--- src/rtl/pwrseq_pkg.sv ---
package pwrseq_pkg;
  typedef enum logic [1:0] {
    AP_RUN   = 2'd0,
    AP_GATE  = 2'd1,
    AP_SLEEP = 2'd2,
    AP_RAMP  = 2'd3
  } ap_state_e;
endpackage

--- src/rtl/pwr_dly_cnt.sv ---
module pwr_dly_cnt #(
  parameter int CNT_W = 8
) (
  input  logic             clk,
  input  logic             rst_n,
  input  logic             clear,
  input  logic [CNT_W-1:0] limit,
  output logic             expired
);
  logic [CNT_W-1:0] cnt_q;

  assign expired = (cnt_q >= limit);

  always_ff @(posedge clk or negedge rst_n) begin
    if (!rst_n)        cnt_q <= '0;
    else if (clear)    cnt_q <= '0;
    else if (!expired) cnt_q <= cnt_q + 1'b1;
  end
endmodule

--- src/rtl/ap_seq.sv ---
module ap_seq
  import pwrseq_pkg::*;
#(
  parameter int CNT_W = 8
) (
  input  logic             clk,
  input  logic             rst_n,
  input  logic             work_req,
  input  logic             work_done,
  input  logic [CNT_W-1:0] cfg_settle,
  input  logic [CNT_W-1:0] cfg_ramp,
  output logic             clk_en,
  output logic             vdd_high
);
  ap_state_e        state_q, state_d;
  logic             counting;
  logic             win_done;
  logic [CNT_W-1:0] win_limit;

  assign counting  = (state_q == AP_GATE) || (state_q == AP_RAMP);
  assign win_limit = (state_q == AP_GATE) ? cfg_settle : cfg_ramp;

  pwr_dly_cnt #(.CNT_W(CNT_W)) u_win (
    .clk     (clk),
    .rst_n   (rst_n),
    .clear   (!counting),
    .limit   (win_limit),
    .expired (win_done)
  );

  always_comb begin
    state_d = state_q;
    unique case (state_q)
      AP_RUN:   if (work_done && !work_req) state_d = AP_GATE;
      AP_GATE:  if (work_req)               state_d = AP_RUN;
                else if (win_done)          state_d = AP_SLEEP;
      AP_SLEEP: if (work_req)               state_d = AP_RAMP;
      AP_RAMP:  if (win_done)               state_d = AP_RUN;
      default:                              state_d = AP_RUN;
    endcase
  end

  always_ff @(posedge clk or negedge rst_n) begin
    if (!rst_n) state_q <= AP_RUN;
    else        state_q <= state_d;
  end

  assign clk_en   = (state_q == AP_RUN);
  assign vdd_high = (state_q != AP_SLEEP);

  // a wake inside the settle window returns straight to running
  assert_abort_R5: assert property (@(posedge clk) disable iff (!rst_n)
    (state_q == AP_GATE && work_req) |=> (state_q == AP_RUN))
    else $error("abort did not restore run");

  // the ramp window is not cut short by request inputs
  assert_ramp_holds_R7: assert property (@(posedge clk) disable iff (!rst_n)
    (state_q == AP_RAMP && !win_done) |=> (state_q == AP_RAMP))
    else $error("ramp window left early");
endmodule

--- src/rtl/bb_track.sv ---
module bb_track (
  input  logic clk,
  input  logic rst_n,
  input  logic wake,
  input  logic sleep,
  output logic active
);
  always_ff @(posedge clk or negedge rst_n) begin
    if (!rst_n)     active <= 1'b1;
    else if (wake)  active <= 1'b1;
    else if (sleep) active <= 1'b0;
  end

  // wake has priority and takes effect at the next edge
  assert_bb_wake_R8: assert property (@(posedge clk) disable iff (!rst_n)
    wake |=> active)
    else $error("baseband wake lost");
endmodule

--- src/rtl/pwr_race_ctrl.sv ---
module pwr_race_ctrl #(
  parameter int CNT_W = 8
) (
  input  logic             clk,
  input  logic             rst_n,
  input  logic             ap_work_req,
  input  logic             ap_work_done,
  input  logic             bb_wake,
  input  logic             bb_sleep,
  input  logic [CNT_W-1:0] cfg_settle,
  input  logic [CNT_W-1:0] cfg_ramp,
  output logic             ap_clk_en,
  output logic             ap_vdd_high,
  output logic             aio_clk_en,
  output logic             aio_pwr_on,
  output logic [1:0]       pwr_state
);
  logic bb_active;

  ap_seq #(.CNT_W(CNT_W)) u_ap (
    .clk        (clk),
    .rst_n      (rst_n),
    .work_req   (ap_work_req),
    .work_done  (ap_work_done),
    .cfg_settle (cfg_settle),
    .cfg_ramp   (cfg_ramp),
    .clk_en     (ap_clk_en),
    .vdd_high   (ap_vdd_high)
  );

  bb_track u_bb (
    .clk    (clk),
    .rst_n  (rst_n),
    .wake   (bb_wake),
    .sleep  (bb_sleep),
    .active (bb_active)
  );

  assign aio_clk_en = 1'b1;
  assign aio_pwr_on = 1'b1;
  assign pwr_state  = {bb_active, ap_clk_en};

  // clock only with full supply, and in the right order
  assert_clk_needs_vdd_R6: assert property (@(posedge clk) disable iff (!rst_n)
    ap_clk_en |-> ap_vdd_high)
    else $error("clock enabled on low supply");
  assert_vdd_before_clk_R6: assert property (@(posedge clk) disable iff (!rst_n)
    $rose(ap_clk_en) |-> $past(ap_vdd_high))
    else $error("clock restarted before supply");
  // supply only drops after the clock was already stopped
  assert_clk_off_first_R3: assert property (@(posedge clk) disable iff (!rst_n)
    $fell(ap_vdd_high) |-> !$past(ap_clk_en))
    else $error("supply dropped with clock running");
  // a finished burst stops the clock at the next edge
  assert_done_gates_R2: assert property (@(posedge clk) disable iff (!rst_n)
    (ap_clk_en && ap_work_done && !ap_work_req) |=> !ap_clk_en)
    else $error("clock not gated after done");
endmodule

--- config.mk ---
export PLATFORM = sky130hd
export DESIGN_NAME = pwr_race_ctrl
export DESIGN_NICKNAME = d
export VERILOG_FILES = /design/src/rtl/pwrseq_pkg.sv /design/src/rtl/pwr_dly_cnt.sv /design/src/rtl/ap_seq.sv /design/src/rtl/bb_track.sv /design/src/rtl/pwr_race_ctrl.sv
export SDC_FILE = /design/constraint.sdc
export NUM_CORES = 1
export LEC_CHECK = 0
export ABC_CLOCK_PERIOD_IN_PS = 6500
export CORE_MARGIN = 4
export CORE_UTILIZATION = 35
export CTS_CLUSTER_DIAMETER = 80
export CTS_CLUSTER_SIZE = 14
export DETAILED_ROUTE_END_ITERATION = 7
export PLACE_DENSITY = 0.65
export SETUP_SLACK_MARGIN = 0.5
export SKIP_LAST_GASP = 1
export SLEW_MARGIN = 20
export SYNTH_ARGS = -nofsm -noshare
export SYNTH_HDL_FRONTEND = slang
export SYNTH_SLANG_ARGS = --single-unit
export TNS_END_PERCENT = 30
--- constraint.sdc ---
create_clock -name clk -period 6.5 [get_ports clk]
set_input_delay 1.3 -clock clk [delete_from_list [all_inputs] [get_ports clk]]
set_output_delay 1.3 -clock clk [all_outputs]
set_load 0.005 [all_outputs]
==> metrics.md, run 1 <==
| Metric | Value |
|---|---|
| IO buf count | 25 |
| CTS clk-pin slew, worst paths | 80 ps |
| Worst hold path startpoint | u_bb.active |
| Final hold violations | 0 |
| Arr. time, crit path | about 3600 ps |
| Flop-to-flop setup slack | a little over 3000 ps |
| CP max FO | 18 |
| Cts repair resizes | 0 |
| Clk_lat worst skew | around 270 ps |
| First-pass GRT wire length | 2.99 mm |
| Hold path depth | 1 |
| Fin Setup TNS | 0 ps |
| Worst setup SP type | flop |
| Unrepaired setup endpoints after global routing | false |
| Clock skew | ~7.8 ps |
| Hold Path Sink | u_bb.active |
| Number of top-level pins | 28 |
| Hold crit path type | flop to flop |
| Critical Path RT | around 6700 ps |
| Clock root buffer | clkbuf_4 |
| TritonCTS clock tree | built |
| Setup WS post-layout | just over 3000 ps |
| Fmax | approximately 290 MHz |
| Mux cell area share after synthesis | 0.0925 |
| Distinct cell type count after synthesis | 31 |
| Slew margin rel. | 0.432 |
| Min Clock Period, post-route | ~3500 ps |
| Wire per inst | 12.4 µm |
| Core area | approximately 2300 µm² |
| Total track usage | 0.110 |
| ANT cells | 0 |
| Hpwl dp | ~1.5 mm |
| Largest family of logic cells by synthesized area | compound AO/OA/AOI/OAI gates |
| Final Instance Area | 1150 µm² |
| Area grow syn2layout | 31.0% |
| Outcome | completed |
| XOR/XNOR share of the synthesized area | 0.00996 |
| Pwr per Cell Area | ~250 nW/µm² |
| Detailed-route DRC error count | 0 |
| Die Height | around 58 µm |
| Gr ovfl total | 0 |
| Worst Tran Pin Value | approximately 850 ps |
| Mapped cell area | 880 µm² |
| Row cnt | 17 |
| Antenna violations before repair | 0 |
| Vias in the first global route | between 700 and 800 |
| DP Worst Slack | 2840 ps |
| Antenna Nets Post-Route | 0 |
| Total power draw | between 0.2 and 0.3 mW |
| Compound-Gate Fraction of Synth Area | 0.226 |
| # hold bufs at CTS | 0 |
| Endpoints failing setup | 0 |
| H-tree levels | 1 |
| DR vias/cell | roughly 5.3 |
| Dpl cell area | 1120 µm² |
| Max-cap violations | 0 |
| Synth Register Bits | 11 |
| VDD IR max | about 160 µV |
| Die X | approximately 58 µm |
| Final hold slack | between 500 and 600 ps |
| Pin count of the biggest net entering global routing | 19 |
| RD Place Congestion | 0.709 |
| Syn avg cell area | between 9 and 10 µm² |
| Synth Area in Adders | 0.128 |
| Final wirelength | between 1.5 and 2 mm |
| Post-synthesis sequential area ratio | 0.314 |
| Final worst-path cycle share | 0.533 |
| Gate Count Post-Synth | 91 |
| Net count reported at finish | between 100 and 150 |
| Layout cell share with drive strength beyond 1 | 0.0789 |
| Pleak | 0.506 nW |
| Reg-to-reg startpoint | u_ap.state_q[0] |
| Critical Path End Type | flop |
| Drt first pass iters | 4 |
| Final Max Tran Viols | 0 |
| Inserted Clock Buffers | 3 |
| Critical path type | flop to flop |
| R2R cell count | 8 |
| Initial Util | 0.383 |
| Simple-gate share of the synthesized area | 0.158 |
| Num Clock Sinks | 11 |
| Clock buffer depth | 2 |
| Vias | around 750 |
| Post-CTS setup repair buffer count | 0 |
| DIE AREA | 3380 µm² |
| Starting DRC count in detailed routing | 13 |
| Synth Warn # | 0 |
-- layout by cell type (no fill, tap or decap), drive strengths merged, types with 3 or more instances in the layout --
cell	n
ha	9
clkbuf	3
nand3	6
a21oi	6
or3	5
nor2	4
dfrtp	10
nand2	3
o21ai	6
clkdlybuf4s50	25
nand2b	3
a21boi	5
mux2i	7
inv	4
-- critical path, cell delays in order, from the launching register on --
cell and delay, ps:
dfrtp_1 620, nor2b_1 740, mux2_2 420, ha_1 270, nand2b_4 120, a2111oi_4 70, o41ai_4 750, a21oi_1 150
a31o_1 200
-- registers in the layout, indices dropped and copies added, names as in the netlist, named ones only --
| register | count |
|---|---|
| u_bb.active | 1 |
| u_ap.u_win.cnt_q | 8 |
| u_ap.state_q | 1 |
-- report_power, final --
group          leakage [nW]  switching (mW)  internal, mW  total, mW
combinational         0.347          0.0571        0.0791      0.136
clock                0.0177          0.0243        0.0228     0.0471
sequential            0.141          0.0264        0.0821      0.108
-- final cells by class --
cell class / instances / area, µm²
Clock buffer: 3 / 22.5
Inverter: 4 / 15.0
Timing Repair Buffer: 25 / 250
Multi-Input combinational cell: 70 / 548
Clock inverter: 1 / 5.00
Tap cell: 28 / 35.0
Fill cell: 230 / 1140
Sequential cell: 11 / 277
-- per-stage QoR --
| step | utilization | instances |
|---|---|---|
| 6_report | 0.502 | 142 |
| 5_1_grt | 0.502 | 142 |
| 4_1_cts | 0.502 | 142 |
| 3_5_place_dp | 0.490 | 138 |
| 3_3_place_gp | 0.490 | 138 |
| 2_1_floorplan | - | 92 |
-- synthesized netlist by cell type --
cell type,number,share of area
buf_4,4,0.034
inv_1,4,0.017
mux2_2,1,0.013
o31ai_1,1,0.0085
o41ai_4,1,0.031
ha_1,9,0.13
nand2b_1,2,0.014
xnor2_1,1,0.010
mux2i_1,7,0.080
dfstp_2,1,0.030
and3_1,2,0.014
a2111oi_4,1,0.031
or3_1,5,0.036
a21boi_1,5,0.043
a31o_1,1,0.010
nor2b_1,1,0.0071
o21ai_1,5,0.028
a21o_1,1,0.0085
nand2b_4,1,0.016
o21a_1,2,0.017
o211ai_1,1,0.0085
a21oi_1,6,0.034
nand2_1,3,0.013
and2_1,1,0.0071
conb_1,1,0.0043
o21ai_0,1,0.0057
buf_2,2,0.011
clkbuf_1,1,0.0043
nor2_1,4,0.017
nand3_1,6,0.034
dfrtp_1,10,0.28
-- how the worst max path moves through the flow --
| stage | to | slack, ps | depth (start not counted) | from |
|---|---|---|---|---|
| global placement | flop | 2900 | 8 | cfg_settle[0] |
| CTS | flop | 2980 | 8 | u_ap.state_q[0] |
| global route | flop | 2750 | 8 | u_ap.state_q[0] |
| finish | flop | 3030 | 8 | u_ap.state_q[0] |
| detailed placement | flop | 2840 | 8 | cfg_settle[0] |
| floorplan | u_ap.u_win.cnt_q[3] | 3460 | 8 | cfg_settle[0] |
-- layer usage --
layer | GRT usage | vias up | routed length, µm
met5 | 0 | - | 0
met4 | 0.0298 | 0 | 17
met3 | 0.0356 | 2 | 177
met2 | 0.176 | 31 | 815
met1 | 0.142 | 350 | 752
li1 | - | 370 | -
-- cell families after synthesis --
kind of cell | after synthesis
muxes | 8
adders and majority gates | 9
AOI/OAI and AO/OA | 25
and+or+nand+nor | 25
other | 1
DFF | 11
xor gates and xnor gates | 1
buffers and inverters | 11
Power figures use the tool's default switching activity.
==> inputs of run 2 (changes only) <==
--- a/config.mk
+++ b/config.mk
@@ -5,13 +5,13 @@
 export SDC_FILE = /design/constraint.sdc
 export NUM_CORES = 1
 export LEC_CHECK = 0
-export ABC_CLOCK_PERIOD_IN_PS = 6500
+export ABC_CLOCK_PERIOD_IN_PS = 3110
 export CORE_MARGIN = 4
 export CORE_UTILIZATION = 35
 export CTS_CLUSTER_DIAMETER = 80
 export CTS_CLUSTER_SIZE = 14
 export DETAILED_ROUTE_END_ITERATION = 7
-export PLACE_DENSITY = 0.65
+export PLACE_DENSITY = 0.68
 export SETUP_SLACK_MARGIN = 0.5
 export SKIP_LAST_GASP = 1
 export SLEW_MARGIN = 20
==> constraint.sdc (replaced) <==
create_clock -name clk -period 3.11 [get_ports clk]
set_input_delay 0.622 -clock clk [delete_from_list [all_inputs] [get_ports clk]]
set_output_delay 0.622 -clock clk [all_outputs]
set_load 0.005 [all_outputs]
==> metrics.md, run 2 (synthesis gave the netlist of run 1 again) <==
| Metric | Value |
|---|---|
| Min Clock Period, post-route | roughly 2500 ps |
| H-tree levels | 1 |
| Drt first pass iters | 4 |
| DIE AREA | approximately 3400 µm² |
| Antenna violations before repair | 0 |
| Gr ovfl total | 0 |
| Core Util, Final | 0.545 |
| Pwr per Cell Area | approximately 540 nW/µm² |
| Net count reported at finish | 155 |
| Critical path buffers and inverters | 2 |
| Critical Path RT | ~3300 ps |
| Final worst-path cycle share | 0.812 |
| Detailed-route DRC error count | 0 |
| Final hold violations | 0 |
| Pleak | approximately 0.56 nW |
| Crit-path max cell delay | a little over 400 ps |
| Flop-to-flop setup slack | roughly 640 ps |
| First-pass GRT wire length | 3.10 mm |
| Starting DRC count in detailed routing | 3 |
| Outcome | completed |
| Total track usage | 0.115 |
| Slowest stage cell, crit path | clkdlybuf4s50_1 |
| Most flops, register | u_ap.u_win.cnt_q |
| CTS clk-pin slew, worst paths | 70 ps |
| DP Worst Slack | between 150 and 200 ps |
| Clock root buffer | clkbuf_4 |
| Fmax | just under 400 MHz |
| Max-cap violations | 0 |
| Die Height | around 58 µm |
| Antenna Nets Post-Route | 0 |
| Critical Path End Type | flop |
| VDD IR max | roughly 370 µV |
| Hold crit path type | flop to flop |
| Clk_lat worst skew | ~270 ps |
| Row cnt | 17 |
| Setup WS post-layout | 583 ps |
| Number of top-level pins | 28 |
| ANT cells | 0 |
| # hold bufs at CTS | 0 |
| Max reg flops | 8 |
| Area grow syn2layout | 42.4% |
| Wire per inst | ~13 µm |
| CP max FO | 6 |
| Core area | 2300 µm² |
| Layout cell share with drive strength beyond 1 | 0.171 |
| Num Clock Sinks | 11 |
| Fillcell total | 215 |
| Vias | 778 |
| Endpoints failing setup | 0 |
| TritonCTS clock tree | built |
| Clock buffer depth | 2 |
| Initial Util | 0.383 |
| DR vias/cell | a little over 5 |
| Hpwl dp | 1.54 mm |
| Final wirelength | roughly 2.0 mm |
| RD Place Congestion | 0.742 |
| Crit-path cells | clkdlybuf4s50_1 > mux2_4 > ha_4 > nand2b_4 > a2111oi_4 > o41ai_4 > buf_6 > or3_1 > a21boi_1 |
| Worst setup SP type | input port |
| IO buf count | 25 |
| Die X | between 50 and 60 µm |
| Most frequent cells in the layout | clkdlybuf4s50_1 (25), dfrtp_1 (9), ha_1 (8) |
| Most common cell after layout, fill and taps aside | clkdlybuf4s50_1 |
| Unrepaired setup endpoints after global routing | false |
| WL met1 | 871 µm |
| Vias in the first global route | between 700 and 800 |
| Crit-path leading delay family | compound AO/OA/AOI/OAI gates |
| Largest registers | u_ap.u_win.cnt_q: 8 flops, u_ap.state_q: 1 flops, u_bb.active: 1 flops |
| WL met3 | between 150 and 200 µm |
| Arr. time, crit path | 2720 ps |
| Inserted Clock Buffers | 3 |
| Pin count of the biggest net entering global routing | 17 |
| Top Layer Used | met4 |
| Final Max Tran Viols | 0 |
| Fin Setup TNS | 0 ps |
| Met2 wire length | ~970 µm |
| Clock skew | 3.21 ps |
| Critical path type | input port to flop |
-- run 2: layer usage --
metal  global-route usage  vias to the layer above
li1                     -                      393
met1                0.134                      360
met2                0.200                       23
met3               0.0334                        2
met4               0.0397                        0
met5                    0                        -
-- run 2: timing repair --
item,4_1_cts,5_1_grt
hold endpoints to repair,0,0
setup endpoints to repair,9,10
setup buffers,0,5
resized for setup,1,7
pin swaps,0,9
gates cloned,0,1
-- run 2: path summary, 6_finish.rpt --
path                             startpoint                    endpoint  cells after the start
worst max register to register         flop         u_ap.u_win.cnt_q[6]                      9
max in group asynchronous             rst_n  asynchronous set/reset pin                      1
worst min register to register  u_bb.active                 u_bb.active                      1
min in group asynchronous             rst_n         u_ap.u_win.cnt_q[6]                      1
worst max-delay path            cfg_ramp[0]         u_ap.u_win.cnt_q[6]                      9
worst min-delay path            u_bb.active                 u_bb.active                      1
-- run 2: report_power, final --
group / total (mW) / switching (mW) / internal [mW]
logic: 0.358 / 0.152 / 0.206
clock network: 0.0970 / 0.0473 / 0.0497
registers: 0.216 / 0.0431 / 0.173
-- run 2: area by class of cell --
cell class / count / area, µm² / area share
Inverter: 4 / 15.0 / 0.0120
Tap cell: 28 / 35.0 / 0.0280
Sequential cell: 11 / 278 / 0.222
Timing Repair Buffer: 34 / 323 / 0.258
Clock buffer: 4 / 26.3 / 0.0210
Multi-Input combinational cell: 70 / 576 / 0.460
-- run 2: per-stage QoR --
stage / power [mW] / cell area [µm²] / cells / hold slack (ps)
after global placement: 0.520 / 1150 / 141 / 519
final: 0.671 / 1250 / 151 / 537
after floorplan: 0.434 / 883 / 92 / 326
after global routing: 0.721 / 1250 / 151 / 563
after CTS: 0.631 / 1180 / 145 / 542
after detailed placement: 0.530 / 1150 / 141 / 532
